===== src/rtl/trap_pkg.sv =====
package trap_pkg;

    localparam int N_SRC = 3;

    // Index order is age order: a higher index is an older pipeline stage.
    typedef enum logic [1:0] {
        SRC_FETCH = 2'd0,
        SRC_ALU   = 2'd1,
        SRC_MEM   = 2'd2
    } flt_src_e;

    localparam int VEC_STRIDE = 16;

    function automatic logic [63:0] vector_of(input logic [63:0] base, input flt_src_e src);
        return base + 64'(VEC_STRIDE) * 64'(src);
    endfunction

endpackage


===== src/rtl/trap_arbiter.sv =====
module trap_arbiter
    import trap_pkg::*;
#(
    parameter int PC_W = 32
) (
    input  logic [N_SRC-1:0]           req_vld,
    input  logic [N_SRC-1:0][PC_W-1:0] req_pc,
    input  logic                       block,
    output logic                       take,
    output flt_src_e                   win_src,
    output logic [PC_W-1:0]            win_pc
);
    always_comb begin
        take    = 1'b0;
        win_src = SRC_FETCH;
        win_pc  = '0;
        // Later (older) indices overwrite earlier ones.
        for (int i = 0; i < N_SRC; i++) begin
            if (req_vld[i] && !block) begin
                take    = 1'b1;
                win_src = flt_src_e'(i);
                win_pc  = req_pc[i];
            end
        end
    end
endmodule


===== src/rtl/trap_state.sv =====
module trap_state
    import trap_pkg::*;
#(
    parameter int PC_W = 32
) (
    input  logic             clk,
    input  logic             rst,
    input  logic             take,
    input  flt_src_e         win_src,
    input  logic [PC_W-1:0]  win_pc,
    input  logic             clear,
    output logic [N_SRC-1:0] status,
    output logic [PC_W-1:0]  epc
);
    always_ff @(posedge clk) begin
        if (rst) begin
            status <= '0;
            epc    <= '0;
        end else if (clear) begin
            status <= '0;
        end else if (take) begin
            status[win_src] <= 1'b1;
            epc             <= win_pc;
        end
    end
endmodule


===== src/rtl/trap_steer.sv =====
module trap_steer
    import trap_pkg::*;
#(
    parameter int          PC_W         = 32,
    parameter logic [63:0] HANDLER_BASE = 64'h1000
) (
    input  logic            clk,
    input  logic            rst,
    input  logic            take,
    input  flt_src_e        win_src,
    input  logic            ret_take,
    input  logic [PC_W-1:0] epc,
    output logic            squash,
    output logic            redir_vld,
    output logic [PC_W-1:0] redir_pc
);
    logic [PC_W-1:0] target;

    always_comb begin
        if (ret_take) target = epc;
        else          target = PC_W'(vector_of(HANDLER_BASE, win_src));
    end

    always_ff @(posedge clk) begin
        if (rst) begin
            squash    <= 1'b0;
            redir_vld <= 1'b0;
            redir_pc  <= '0;
        end else begin
            squash    <= take || ret_take;
            redir_vld <= take || ret_take;
            if (take || ret_take) redir_pc <= target;
        end
    end
endmodule


===== src/rtl/trap_ctrl.sv =====
module trap_ctrl
    import trap_pkg::*;
#(
    parameter int          PC_W         = 32,
    parameter logic [63:0] HANDLER_BASE = 64'h1000
) (
    input  logic            clk,
    input  logic            rst,
    input  logic            fetch_flt_i,
    input  logic [PC_W-1:0] fetch_flt_pc_i,
    input  logic            alu_flt_i,
    input  logic [PC_W-1:0] alu_flt_pc_i,
    input  logic            mem_flt_i,
    input  logic [PC_W-1:0] mem_flt_pc_i,
    input  logic            ret_i,
    output logic [2:0]      status_o,
    output logic [PC_W-1:0] epc_o,
    output logic            squash_o,
    output logic            redirect_vld_o,
    output logic [PC_W-1:0] redirect_pc_o
);
    logic [N_SRC-1:0]           req_vld;
    logic [N_SRC-1:0][PC_W-1:0] req_pc;
    logic                       live;
    logic                       ret_take;
    logic                       take;
    flt_src_e                   win_src;
    logic [PC_W-1:0]            win_pc;
    logic [N_SRC-1:0]           status;
    logic [PC_W-1:0]            epc;

    assign req_vld  = {mem_flt_i, alu_flt_i, fetch_flt_i};
    assign req_pc   = {mem_flt_pc_i, alu_flt_pc_i, fetch_flt_pc_i};
    assign live     = !squash_o;
    assign ret_take = ret_i && live;

    trap_arbiter #(.PC_W(PC_W)) u_arb (
        .req_vld (req_vld),
        .req_pc  (req_pc),
        .block   (!live || ret_i),
        .take    (take),
        .win_src (win_src),
        .win_pc  (win_pc)
    );

    trap_state #(.PC_W(PC_W)) u_state (
        .clk     (clk),
        .rst     (rst),
        .take    (take),
        .win_src (win_src),
        .win_pc  (win_pc),
        .clear   (ret_take),
        .status  (status),
        .epc     (epc)
    );

    trap_steer #(.PC_W(PC_W), .HANDLER_BASE(HANDLER_BASE)) u_steer (
        .clk       (clk),
        .rst       (rst),
        .take      (take),
        .win_src   (win_src),
        .ret_take  (ret_take),
        .epc       (epc),
        .squash    (squash_o),
        .redir_vld (redirect_vld_o),
        .redir_pc  (redirect_pc_o)
    );

    assign status_o = status;
    assign epc_o    = epc;
endmodule


===== config.mk =====
export PLATFORM = sky130hd
export DESIGN_NAME = trap_ctrl
export DESIGN_NICKNAME = d
export VERILOG_FILES = /design/src/rtl/trap_pkg.sv /design/src/rtl/trap_arbiter.sv /design/src/rtl/trap_state.sv /design/src/rtl/trap_steer.sv /design/src/rtl/trap_ctrl.sv
export SDC_FILE = /design/constraint.sdc
export NUM_CORES = 1
export LEC_CHECK = 0
export ABC_AREA = 0
export BUFFER_PORTS_ARGS = -buffer_cell sky130_fd_sc_hd__buf_4
export CAP_MARGIN = 10
export CORE_MARGIN = 1
export CORE_UTILIZATION = 45
export DETAILED_ROUTE_END_ITERATION = 10
export PLACE_DENSITY = 0.9
export SYNTH_ARGS = -nofsm -noshare
export SYNTH_HDL_FRONTEND = slang
export SYNTH_SLANG_ARGS = --single-unit

===== constraint.sdc =====
create_clock -name clk -period 1.6 [get_ports clk]
set_input_delay 0.08 -clock clk [delete_from_list [all_inputs] [get_ports clk]]
set_output_delay 0.08 -clock clk [all_outputs]
set_load 0.01 [all_outputs]

==> impl.org <==
** Run status
- The flow ran to the end, but the final reports show violations.
- Violations in the final reports :: DRC

** Floorplanning
- Number of placed I/O pins :: between 150 and 200
- Placeable Area :: slightly below 7000 µm²
- Die height :: around 85 µm
- The initial utilization of the core area, before any placement, comes to 46.3%.
- The floorplan has 30 rows.
- Total die area :: 7290 µm²
- Chip width :: 85.4 µm

** Worst setup path
- Top delay family on crit path :: simple AND/OR/NAND/NOR gates
- Worst endpoint required time :: about 1.8 ns
- CP max stage delay :: roughly 0.43 ns
- Total buffers and inverters traversed by the critical path :: 1
- STA classifies the critical path endpoint as a flop.
- The slowest stage of the critical path belongs to the cell or2_2.
- Of all nets on the critical path, the largest fanout is 19.
- Counting buffers and inverters, the worst setup path is 4 cells deep.
- Walking the worst path, the cells encountered are or2_2 > buf_12 > o211ai_1 > a21oi_1.
- Register-to-Register Path Depth :: 4
- Arrival time of the worst setup path :: approximately 1.7 ns
- The critical path in this run is classified as reg -> reg.
- CP Launch Type :: flop

** Timing
- Setup repair after global routing missed its margin :: false
- Achievable Freq :: ~0.66 GHz
- Across all setup checks in the final design, the least slack found is approximately 0.089 ns.
- Worst slew margin relative to its limit :: a little over half
- Setup violations remaining at the end of the flow were counted as 0.
- Setup TNS Final :: 0 ns
- On the final layout, the worst clock skew is about 0.0084 ns.
- Hold Fails Final Rpt :: 0
- At the pin with the least slew margin, the transition time is a little under 0.7 ns.
- Period minus WS final :: 1.51 ns
- Share of the clock period used by the worst path :: between 90% and 100%
- The max-slew violation count came to 0.
- Hold is met by between 0.03 and 0.04 ns.

** Detailed routing
- Number of violations reported at the end of detailed-routing iteration 0 :: 181
- After detailed routing, the number of vias per cell comes to roughly 6.0.
- The first detailed-routing pass ran for 8 iterations.
- Overall via count from detail_route :: 3,580
- Summed over all layers, the routed wires come to around 11,000 µm.
- After detailed routing, the average wire length per cell comes to 17.8 µm.
- DRC violations left :: 1
- The detail route stage leaves a number of antenna-violating nets equal to 0.

** Synthesis
- After synthesis, the mean cell area works out to approximately 8.6 µm².
- Count of different cell masters after synthesis :: 24
- Yosys Warn Count :: 0
- Number of synthesized register bits :: 68
- Share of the yosys chip area belonging to registers :: a little over two fifths
- Synthesized netlist net count :: 464
- Cell count after synthesis :: between 300 and 400
- Post-synthesis instance area :: roughly 3100 µm²

** Clock network
- After clock tree synthesis, the clock-pin slew on the worst setup and hold paths is roughly 0.070 ns.
- Inserted Clock Buffers :: 9
- Worst-case clock buffer depth :: 2
- In this run, post-CTS hold repair placed 0 buffers.
- Counting every sink on the clock net gives around 70.
- At the later pin of the worst-skew pair, clock insertion delay measures ~0.34 ns.
- Maximum level of the CTS H-tree :: 3
- Once the clock tree was built, the resizer swapped 0 gates to a different size.
- Clock Tree Root :: clkbuf_8
- TritonCTS built the clock tree.
- Count of buffers added by post-CTS timing repair for setup :: 0

** Global route
- Initial antenna violation count :: 0
- Global-route usage over all layers :: between 20 and 30%
- Overflow after GRT :: 0
- Number of global-route vias before repair :: roughly 3,400
- Maximum number of pins on one net before global-route repair :: approximately 70
- The first global-routing pass estimated about 16,000 µm of wire.

** Placement
- Final GP Congestion :: between 0.7 and 0.8
- PortBufs :: 170
- In this run the cell area measured after placement is 4430 µm².
- Pre-CTS WS :: approximately 0.14 ns
- In this run, placement finished with an instance count of roughly 600.
- After legalization and detailed placement, the total HPWL measured between 7000 and 8000 µm.

** Finish
- The layout has 560 filler cells.
- For this run, the post-layout net count is approximately 620.
- Leaving out filler cells and counting taps, the final layout contains around 600.
- The library cell used most frequently in the layout, excluding fill and tap cells, is buf_4.
- Cells fill 68.4% of the core in the end.
- The library cells used most frequently in the layout, excluding fill and tap cells, are buf_4 (189), dfxtp_1 (68), a21oi_1 (66).
- P&R area growth vs syn :: 47.9%
- In the final layout, the share of cells above drive strength 1 is slightly above 40%.
- Antenna diode count :: 0
- Post-route cell area :: between 4000 and 5000 µm²

** Power and ir drop
- Pwr Density :: between 900 and 1000 nW/µm²
- Worst vdd rail ir drop :: about 0.53 mV
- The completed layout was analyzed and its total power is ~4.2 mW.
- Static power due to leakage :: 1.90 nW

** Min path
- Classification of the worst-slack hold path :: in -> reg
- The worst hold path was traced through 3 stages.

** Run
- Maximum Capacitance Violations :: 0
[path summary, 6_finish.rpt]
check	from	endpoint	slack (ns)
setup / recovery	u_steer.squash$_SDFF_PP0_	u_steer.redir_pc[29]$_SDFFE_PP0P_	0.09
hold / removal	fetch_flt_pc_i[6]	u_state.epc[6]$_SDFFE_PP0P_	0.04
setup reg to reg	u_steer.squash$_SDFF_PP0_	u_steer.redir_pc[29]$_SDFFE_PP0P_	0.09
hold reg to reg	u_state.epc[24]$_SDFFE_PP0P_	u_steer.redir_pc[24]$_SDFFE_PP0P_	0.48
[per-layer routing]
| layer | share of wire, % | vias up | global-route usage [%] | wire, µm |
|---|---|---|---|---|
| met4 | 2.4 | 0 | 11.5 | 257 |
| met3 | 7.4 | 29 | 4.86 | 782 |
| met1 | 40 | 1679 | 34.5 | 4210 |
| met5 | 0 | - | 0 | 0 |
| met2 | 51 | 190 | 50.4 | 5390 |
| li1 | - | 1682 | - | - |
[Yosys cell counts]
master,instances,area share [%]
nand3_1,32,5.1
nand2_1,30,3.6
buf_2,12,1.9
a22oi_1,33,7.9
clkbuf_1,28,3.4
nor4b_4,1,0.76
buf_6,8,2.9
nor2_1,4,0.48
nor2b_1,2,0.40
or3_1,1,0.20
or2_2,1,0.20
a21oi_1,66,11
nor2_2,2,0.40
nor3_2,1,0.32
or2b_1,1,0.24
inv_1,2,0.24
buf_4,1,0.24
dfxtp_1,68,44
nand2b_1,1,0.20
a311oi_1,32,9.0
a221oi_1,1,0.28
o211ai_1,30,7.2
a211oi_1,2,0.48
nor3_1,3,0.48
[state kept, by name, indices dropped and copies added (netlist names)]
signal	count
u_state.epc	32
u_steer.redir_pc	32
u_state.status	3
u_steer.squash	1
[where the power goes]
| group | switching, mW | internal [mW] | leakage [nW] |
|---|---|---|---|
| logic | 0.455 | 0.465 | 1.25 |
| clock network | 0.605 | 0.786 | 0.0983 |
| registers | 0.0878 | 1.80 | 0.557 |
| total | 1.15 | 3.05 | 1.90 |
[layout make-up]
cell class                      count  area [µm²]  area share (%)
Multi-Input combinational cell    243        1510            32.6
Clock inverter                      2        35.0           0.758
Tap cell                           80         100            2.16
Sequential cell                    68        1360            29.4
Inverter                            2        7.51           0.162
Timing Repair Buffer              191        1460            31.5
Clock buffer                       12         155            3.35
[kinds of logic after synthesis]
family          share of synthesized area [%]
compound gates                           35.4
buf+inv                                  8.64
simple gates                             12.4
flops                                    43.5
[tightest hold or removal path, stage by stage]
cell	delay, ns
buf_4	0.11
nand3_1	0.06
a311oi_1	0.08
No activity file was read; power rests on OpenSTA's default activity.
